## config.mk

```make
export PLATFORM = sky130hd
export DESIGN_NAME = ctr_timer_top
export DESIGN_NICKNAME = d
export VERILOG_FILES = /design/src/rtl/ct_pkg.sv /design/src/rtl/ct_preset_regs.sv /design/src/rtl/ct_read_mux.sv /design/src/rtl/ct_core.sv /design/src/rtl/ctr_timer_top.sv
export SDC_FILE = /design/constraint.sdc
export NUM_CORES = 1
export LEC_CHECK = 0
export BUFFER_PORTS_ARGS = -buffer_cell sky130_fd_sc_hd__buf_2
export CORE_MARGIN = 2
export CORE_UTILIZATION = 45
export CTS_BUF_LIST = sky130_fd_sc_hd__clkbuf_8 sky130_fd_sc_hd__clkbuf_16
export DETAILED_ROUTE_END_ITERATION = 10
export SYNTH_ARGS = -nofsm -noshare
export SYNTH_HDL_FRONTEND = slang
export SYNTH_HIERARCHICAL = 1
export SYNTH_SLANG_ARGS = --single-unit
```

## constraint.sdc

```tcl
create_clock -name clk_i -period 4.95 [get_ports clk_i]
set_clock_uncertainty 0.05 [all_clocks]
set_input_delay 0.495 -clock clk_i [delete_from_list [all_inputs] [get_ports clk_i]]
set_output_delay 0.495 -clock clk_i [all_outputs]
set_load 0.01 [all_outputs]
```

## src/rtl/ct_pkg.sv

```systemverilog
package ct_pkg;
  typedef enum logic [1:0] {
    MODE_TIMER   = 2'd0,
    MODE_ONESHOT = 2'd1,
    MODE_CHARS   = 2'd2,
    MODE_GAP     = 2'd3
  } ct_mode_e;
endpackage

```

## src/rtl/ct_preset_regs.sv

```systemverilog
module ct_preset_regs #(
  parameter int BYTE_W = 8,
  parameter int NB     = 2,
  parameter int SEL_W  = 1
) (
  input  logic                 clk_i,
  input  logic                 rst_ni,
  input  logic                 we_i,
  input  logic [SEL_W-1:0]     sel_i,
  input  logic [BYTE_W-1:0]    wdata_i,
  output logic [NB*BYTE_W-1:0] preset_o
);
  logic [BYTE_W-1:0] byte_q [NB];

  for (genvar g = 0; g < NB; g++) begin : g_byte
    always_ff @(posedge clk_i or negedge rst_ni) begin
      if (!rst_ni) byte_q[g] <= '0;
      else if (we_i && sel_i == SEL_W'(g)) byte_q[g] <= wdata_i;
    end
    assign preset_o[g*BYTE_W +: BYTE_W] = byte_q[g];
  end
endmodule

```

## src/rtl/ct_read_mux.sv

```systemverilog
module ct_read_mux #(
  parameter int BYTE_W = 8,
  parameter int NB     = 2,
  parameter int SEL_W  = 1
) (
  input  logic [SEL_W-1:0]     sel_i,
  input  logic [NB*BYTE_W-1:0] cnt_i,
  output logic [BYTE_W-1:0]    rdata_o
);
  always_comb begin
    rdata_o = '0;
    for (int i = 0; i < NB; i++)
      if (sel_i == SEL_W'(i)) rdata_o = cnt_i[i*BYTE_W +: BYTE_W];
  end
endmodule

```

## src/rtl/ct_core.sv

```systemverilog
module ct_core
  import ct_pkg::*;
#(
  parameter int CNT_W = 16
) (
  input  logic             clk_i,
  input  logic             rst_ni,
  input  ct_mode_e         mode_i,
  input  logic             start_i,
  input  logic             stop_i,
  input  logic             tick_i,
  input  logic             char_i,
  input  logic [CNT_W-1:0] preset_i,
  output logic [CNT_W-1:0] cnt_o,
  output logic             run_o,
  output logic             wave_o,
  output logic             flag_o
);
  logic [CNT_W-1:0] cnt_q, cnt_dec;
  logic             run_q, wave_q, flag_q, last;

  assign cnt_dec = cnt_q - CNT_W'(1);
  assign last    = (cnt_q == CNT_W'(1));

  always_ff @(posedge clk_i or negedge rst_ni) begin
    if (!rst_ni) begin
      cnt_q  <= '0;
      run_q  <= 1'b0;
      wave_q <= 1'b0;
      flag_q <= 1'b0;
    end else if (stop_i) begin
      run_q <= 1'b0;
    end else if (start_i) begin
      cnt_q  <= preset_i;
      run_q  <= 1'b1;
      wave_q <= 1'b0;
      flag_q <= 1'b0;
    end else if (run_q) begin
      unique case (mode_i)
        MODE_TIMER: if (tick_i) begin
          if (last) begin
            cnt_q  <= preset_i;
            wave_q <= ~wave_q;
            if (wave_q) flag_q <= 1'b1;  // falling edge ends a period
          end else cnt_q <= cnt_dec;
        end
        MODE_ONESHOT: if (tick_i) begin
          if (last) begin
            cnt_q <= '0; run_q <= 1'b0; flag_q <= 1'b1;
          end else cnt_q <= cnt_dec;
        end
        MODE_CHARS: if (char_i) begin
          if (last) begin
            cnt_q <= '0; run_q <= 1'b0; flag_q <= 1'b1;
          end else cnt_q <= cnt_dec;
        end
        MODE_GAP: begin
          if (char_i) cnt_q <= preset_i;
          else if (tick_i) begin
            if (last) begin
              cnt_q <= '0; run_q <= 1'b0; flag_q <= 1'b1;
            end else cnt_q <= cnt_dec;
          end
        end
        default: ;
      endcase
    end
  end

  assign cnt_o  = cnt_q;
  assign run_o  = run_q;
  assign wave_o = wave_q;
  assign flag_o = flag_q;
endmodule

```

## src/rtl/ctr_timer_top.sv

```systemverilog
module ctr_timer_top
  import ct_pkg::*;
#(
  parameter int  CNT_W  = 16,
  parameter int  BYTE_W = 8,
  localparam int NB     = CNT_W / BYTE_W,
  localparam int SEL_W  = (NB > 1) ? $clog2(NB) : 1
) (
  input  logic              clk_i,
  input  logic              rst_ni,
  input  logic [1:0]        mode_i,
  input  logic              reg_we_i,
  input  logic [SEL_W-1:0]  reg_sel_i,
  input  logic [BYTE_W-1:0] reg_wdata_i,
  output logic [BYTE_W-1:0] reg_rdata_o,
  input  logic              start_i,
  input  logic              stop_i,
  input  logic              tick_i,
  input  logic              char_i,
  output logic              clk_o,
  output logic              flag_o
);
  logic [CNT_W-1:0] preset_w, cnt_w;
  logic             run_w;

  ct_preset_regs #(.BYTE_W(BYTE_W), .NB(NB), .SEL_W(SEL_W)) u_regs (
    .clk_i, .rst_ni,
    .we_i     (reg_we_i),
    .sel_i    (reg_sel_i),
    .wdata_i  (reg_wdata_i),
    .preset_o (preset_w)
  );

  ct_core #(.CNT_W(CNT_W)) u_core (
    .clk_i, .rst_ni,
    .mode_i   (ct_mode_e'(mode_i)),
    .start_i, .stop_i, .tick_i, .char_i,
    .preset_i (preset_w),
    .cnt_o    (cnt_w),
    .run_o    (run_w),
    .wave_o   (clk_o),
    .flag_o   (flag_o)
  );

  ct_read_mux #(.BYTE_W(BYTE_W), .NB(NB), .SEL_W(SEL_W)) u_rd (
    .sel_i   (reg_sel_i),
    .cnt_i   (cnt_w),
    .rdata_o (reg_rdata_o)
  );
endmodule

```

# == Yosys cells after proc, flatten, opt, wreduce, memory -nomap -nowiden ==
# Index checks and enable logic that the tools add are counted.
# classes
magnitude_cmp,0
n_shift,0
bitwise,3
n_reduce_logical,10
div,0
n_eq_ne,9
addsub,1
n_mul,0
n_mux,33
# ops
operator,count
16-bit 2-to-1 mux,8
16-bit case mux with 4 select lines,1
1-bit 2-to-1 mux,21
16-bit by 1-bit equality test with 1-bit output (second input constant),1
16-bit by 1-bit subtractor with 16-bit output (second input constant),1
3-bit != test (second input constant),3
8-bit 2-to-1 mux,1
2-bit nonzero test,4
7-bit AND reduction,1
3-bit by 2-bit != test with 1-bit output (second input constant),2
5-bit AND reduction,1
2-bit equality test (second input constant),2
1-bit case mux with 4 select lines,1
4-bit AND reduction,1
1-bit inverter,3
1-bit case mux with 3 select lines,1
2-bit by 1-bit equality test with 1-bit output (second input constant),1
1-bit logical AND,2
2-bit zero test,1
# word_totals
out_inout_bits,10
mem_count,0
latch_bits,0
mem_bits_ro,0
inputBits,18
ramBits,0
register_bits,35

# == Depth between registers and ports, before layout ==
# logic_depth
word_depth,8
mapped_depth,9

# == Modules after synthesis ==
# The synthesis kept the hierarchy.
# by_module_without_submodules
mod,area_each_um2,instances,cells_per_inst
ct_core,1876.8,1,244
ct_preset_regs,641.9,1,35
ct_read_mux,131.4,1,9

# == Worst setup path after synthesis ==
# Ideal clock, no wire load.
# synth_timing
path_kind,flip-flop to flip-flop
from,register u_core.cnt_q[0] (netlist: u_core/cnt_o[0])
to,register u_core.cnt_q[14] (netlist: u_core/cnt_o[14])
stages_incl_launch_ff,8
setup_ns,0.086
required_ns,4.814
path_buffers,0
slack_ns,2.871
synth_period_minus_slack_ns,2.079
arrival_time_ns,1.943
cell_sequence,dfrtp_1 > inv_1 > ha_1 > or3b_4 > and4bb_1 > xnor2_1 > or3_1 > a32oi_1
# synth_via
elab_chain_len,7
word_cells_on_any_way,11
cone_classes,1 x add/sub; 1 x eq/ne; 9 x mux
# synth_rtl
item,line,rtl
start: declaration,ct_core.sv:19,"logic [CNT_W-1:0] cnt_q, cnt_dec;"
start signal: assignment,ct_core.sv:34,cnt_q <= preset_i;
start signal: assignment,ct_core.sv:42,cnt_q <= preset_i;
start signal: assignment,ct_core.sv:45,end else cnt_q <= cnt_dec;
16-bit by 1-bit subtractor with 16-bit output or 16-bit by 1-bit equality test with 1-bit output (tied branches),"ct_core.sv:22, ct_core.sv:23",
16-bit 2-to-1 mux,"ct_core.sv:48, ct_core.sv:53, ct_core.sv:60",
16-bit 2-to-1 mux,ct_core.sv:47,MODE_ONESHOT: if (tick_i) begin
16-bit 2-to-1 mux,ct_core.sv:58,if (char_i) cnt_q <= preset_i;
16-bit case mux with 4 select lines (*),ct_core.sv:39,unique case (mode_i)
16-bit 2-to-1 mux (*),ct_core.sv:38,end else if (run_q) begin
16-bit 2-to-1 mux (*),ct_core.sv:33,end else if (start_i) begin
# Mark *: on every way between the ends. The rest lies on a longest branch, timed or not. The select of a mux whose other input is x is not followed.
# A chain may end at the register's enable or synchronous reset.

# == Final worst setup path ==
# layout_timing
from,register u_core.cnt_q[2] (netlist: u_core/cnt_o[2])
to,register u_core.cnt_q[15] (netlist: u_core/cnt_o[15])
# Same word-level chain as after synthesis.

==> summary.log <==
qor: power_and_ir_drop.power_frac_comb 0.320
qor: worst_hold_path.hp-class input pin to asynchronous set/reset pin
qor: power_and_ir_drop.share_clk_of_total_power 0.224
qor: sta.post-route-min-period 2.427 ns
qor: die.initial_utilization 0.4726
qor: global_routing.total_congestion_overflow 0
qor: status.run_status finished clean
qor: die.dieWidth 80.74 microns
qor: synthesis.synth-seq-cells 35
qor: critical_path.crit_chain nor4_2 > nand2_1 > nor4_1 > o221a_2 > o21a_1 > o21ai_0
qor: clock_tree.holdBufCountCts 0
qor: sta.timing.hold.ws 0.2235 ns
qor: final_layout.post_route_cells_drive_above_1_share 0.2295
qor: critical_path.worst-endpoint-required 5.08 ns
qor: final_layout.final.fill_count 565
qor: power_and_ir_drop.post-layout-total-power 990.3 uW
qor: final_layout.final-instance-count-excl-fill 377
qor: final_layout.layout.cells.most_common sky130_fd_sc_hd__dfrtp_1
qor: synthesis.synth_edf_count 0
qor: routing.antenna_left 0
qor: synthesis.postSynthCellCount 288
qor: die.fp-row-count 27
qor: die.die_outline_area 0.006519 sq mm
qor: run.timing.max_cap.violations 0
qor: clock_tree.cts-root-buf sky130_fd_sc_hd__clkbuf_8
qor: routing.num_vias 2,428
qor: clock_tree.clock_sinks 35
qor: final_layout.flow.area_growth_from_synthesis 7.885%
qor: synthesis.netlist_area 0.002650 sq mm
qor: routing.drcViolationCount 0
qor: routing.route.detailed.vias_per_inst 6.440
qor: synthesis.ys.flop_type sky130_fd_sc_hd__dfrtp_1
qor: final_layout.layout.cell_area.non_filler 0.002859 sq mm
qor: critical_path.startpoint u_core/cnt_o[2]
qor: critical_path.regToRegStartpoint u_core/cnt_o[2]
qor: critical_path.critPathArrivalTime 2.56 ns
qor: synthesis.synth.yosys.seq_area_share 0.3305
qor: sta.max-slew-margin-rel 0.4518
qor: clock_tree.cts_resized 0
qor: sta.fmax 412.0 MHz
qor: global_routing.number_of_antenna_violations_at_the_first_check_in_global_routing 0
qor: routing.route.detailed.wl_per_inst 20.26 microns
qor: routing.drt-pass1-iter-count 5
qor: die.floorplan.die.height 80.74 microns
qor: sta.ratio_of_final_minimum_period_to_clock_period 0.4903
qor: placement.hpwlAfterDp 5492 microns
qor: sta.hold_viol_final 0
qor: clock_tree.cts_tree built
qor: power_and_ir_drop.irDropWorstVdd 0.0001792 V
qor: synthesis.synthesis.yosys.warnings 6
qor: synthesis.post_synth_main_area_contributors sky130_fd_sc_hd__dfrtp_1 (33%), sky130_fd_sc_hd__mux2_4 (9.6%), sky130_fd_sc_hd__o21ai_0 (4.2%)
qor: die.core_region_area 0.005608 sq mm
qor: sta.setup_total_negative_slack 0 ns
qor: critical_path.critical_path.startpoint_type flop
qor: placement.dpl_cell_area 0.002766 sq mm
qor: synthesis.synth_area_per_cell 9.202 sq um
qor: routing.route.final.wire_length 7639 microns
qor: power_and_ir_drop.netSwitchingPower 393.5 uW
qor: clock_tree.post_cts_setup_bufs 0
qor: placement.placed_cells 369
qor: power_and_ir_drop.cellPowerDensity 346.4 mW/mm^2
qor: power_and_ir_drop.internal_power_contribution 596.8 uW
qor: final_layout.antenna_cells 0
qor: global_routing.vias_in_the_first_global_route 2,267
qor: final_layout.most-common-layout-cells sky130_fd_sc_hd__dfrtp_1 (35), sky130_fd_sc_hd__buf_2 (27), sky130_fd_sc_hd__o21ai_0 (22)
qor: sta.setup_viol_count_final 0
qor: critical_path.timing.setup.critical_path_class flop to flop
qor: clock_tree.cts-htree-levels 2
qor: sta.worstMarginPinSlew 0.8223 ns
qor: global_routing.grt_util_all_layers 0.2522
qor: routing.detailedRoute.firstIterationViolations 298
qor: clock_tree.clk_latency 0.30 ns
qor: sta.grt_setup_unrepaired no
qor: power_and_ir_drop.power_frac_seq 0.455
qor: power_and_ir_drop.leakage 0.001153 uW
qor: clock_tree.clockBufferDepth 2
qor: global_routing.grt_pass1_wl 12,250 microns
qor: global_routing.grt_start_max_net_pins 36
qor: power_and_ir_drop.switching_share 0.3974
qor: sta.report.final.slew_viol_count 0
qor: synthesis.yosys.cell_types.count 59
qor: critical_path.timing.critical_path.slowest_cell_delay 0.59 ns
qor: final_layout.fin_nets 324
qor: die.floorplan.io_pins 28
qor: clock_tree.clk_pin_slew_worst_paths 0.09 ns
qor: critical_path.worstSetupEndpointType flop
qor: synthesis.synth_async_sr_flop_share 1.000
qor: clock_tree.cts-buffers-inserted 5
qor: critical_path.critical_path_peak_fanout 8
qor: placement.port-buffer-count 27
qor: synthesis.post_synthesis_net_count 308
qor: synthesis.yosys.area.top_type_share 0.3305
qor: synthesis.post-synth-top-area-cell sky130_fd_sc_hd__dfrtp_1
qor: placement.finalWeightedCongestion 0.9143
qor: critical_path.slowest_stage sky130_fd_sc_hd__nor4_2
[flip-flops by register name, summed over array words and instances (netlist names)]
| register | count |
|---|---|
| u_core/flag_o | 1 |
| u_regs/preset_o | 16 |
| u_core/run_o | 1 |
| u_core/cnt_o | 16 |
| u_core/wave_o | 1 |
[cells in the mapped netlist (3+ instances only)]
master / instances
sky130_fd_sc_hd__nand2_1: 20
sky130_fd_sc_hd__buf_6: 5
sky130_fd_sc_hd__nand3_1: 8
sky130_fd_sc_hd__mux2_2: 8
sky130_fd_sc_hd__or3_1: 7
sky130_fd_sc_hd__nor4_1: 7
sky130_fd_sc_hd__o22ai_1: 3
sky130_fd_sc_hd__o21ai_0: 22
sky130_fd_sc_hd__a22oi_1: 4
sky130_fd_sc_hd__nor2b_1: 4
sky130_fd_sc_hd__xnor2_1: 4
sky130_fd_sc_hd__o21a_1: 3
sky130_fd_sc_hd__nor2_1: 19
sky130_fd_sc_hd__nor3b_1: 3
sky130_fd_sc_hd__nand4_1: 6
sky130_fd_sc_hd__clkbuf_1: 10
sky130_fd_sc_hd__a221o_1: 5
sky130_fd_sc_hd__nor3_1: 12
sky130_fd_sc_hd__o21ai_1: 5
sky130_fd_sc_hd__buf_2: 3
sky130_fd_sc_hd__inv_1: 7
sky130_fd_sc_hd__dfrtp_1: 35
sky130_fd_sc_hd__mux2_4: 17
sky130_fd_sc_hd__a211oi_1: 3
sky130_fd_sc_hd__a21oi_1: 18
sky130_fd_sc_hd__o31ai_1: 4
sky130_fd_sc_hd__and3_1: 5
[cell type report]
type	instances	area, sq um	area share
timing repair buffer	27	135.1	0.04726
clock inverter	3	23.77	0.008315
clock buffer	5	68.82	0.02407
multi-input combinational	227	1635	0.5720
sequential	35	875.8	0.3063
inverter	8	30.03	0.01050
tap	72	90.09	0.03151
[power by group through the flow]
stage	Sequential (uW)	Combinational, uW	Clock, uW
floorplan	388	285	0
global placement	452	311	0
detailed placement	454	312	0
CTS	449	314	230
global route	462	350	244
finish	451	317	222
[metal layers]
layer | track usage | part of all wire | up-vias
met5 | 0 | 0 | -
met4 | 0.08305 | 0.020 | 0
met3 | 0.04889 | 0.080 | 18
met2 | 0.3925 | 0.46 | 120
met1 | 0.3543 | 0.44 | 1159
li1 | - | - | 1131
[cell families after synthesis]
logic type	after synthesis	synth area share
compound gates	87	0.2224
xor+xnor	6	0.01983
fa+ha+maj	2	0.009441
buf+inv	26	0.05241
flops	35	0.3305
mux	27	0.1379
simple gates	105	0.2276
[final timing paths]
path	endpoint	slack, ns	cells after the start
min	u_core/cnt_o[15]	0.22	1
min reg2reg	u_regs/preset_o[2]	0.47	1
max	u_core/cnt_o[15]	2.52	6
max reg2reg	u_core/cnt_o[15]	2.52	6
min in group clk_i	u_regs/preset_o[7]	0.39	2
max in group asynchronous	u_regs/preset_o[14]	4.08	1
[worst max-delay path, delay by kind of cell (launching register included)]
kind               cells  cell delay [ns]
AOI/OAI and AO/OA      3             0.47
DFF                    1             0.47
and+or+nand+nor        3             1.32
[per-stage QoR]
| step | setup slack (ns) | util |
|---|---|---|
| finish | 2.523 | 0.5098 |
| floorplan | 2.871 | - |
| global placement | 2.327 | 0.4933 |
| global route | 2.339 | 0.5098 |
| CTS | 2.561 | 0.5098 |
| detailed placement | 2.315 | 0.4933 |
Power figures use the tool's default switching activity.
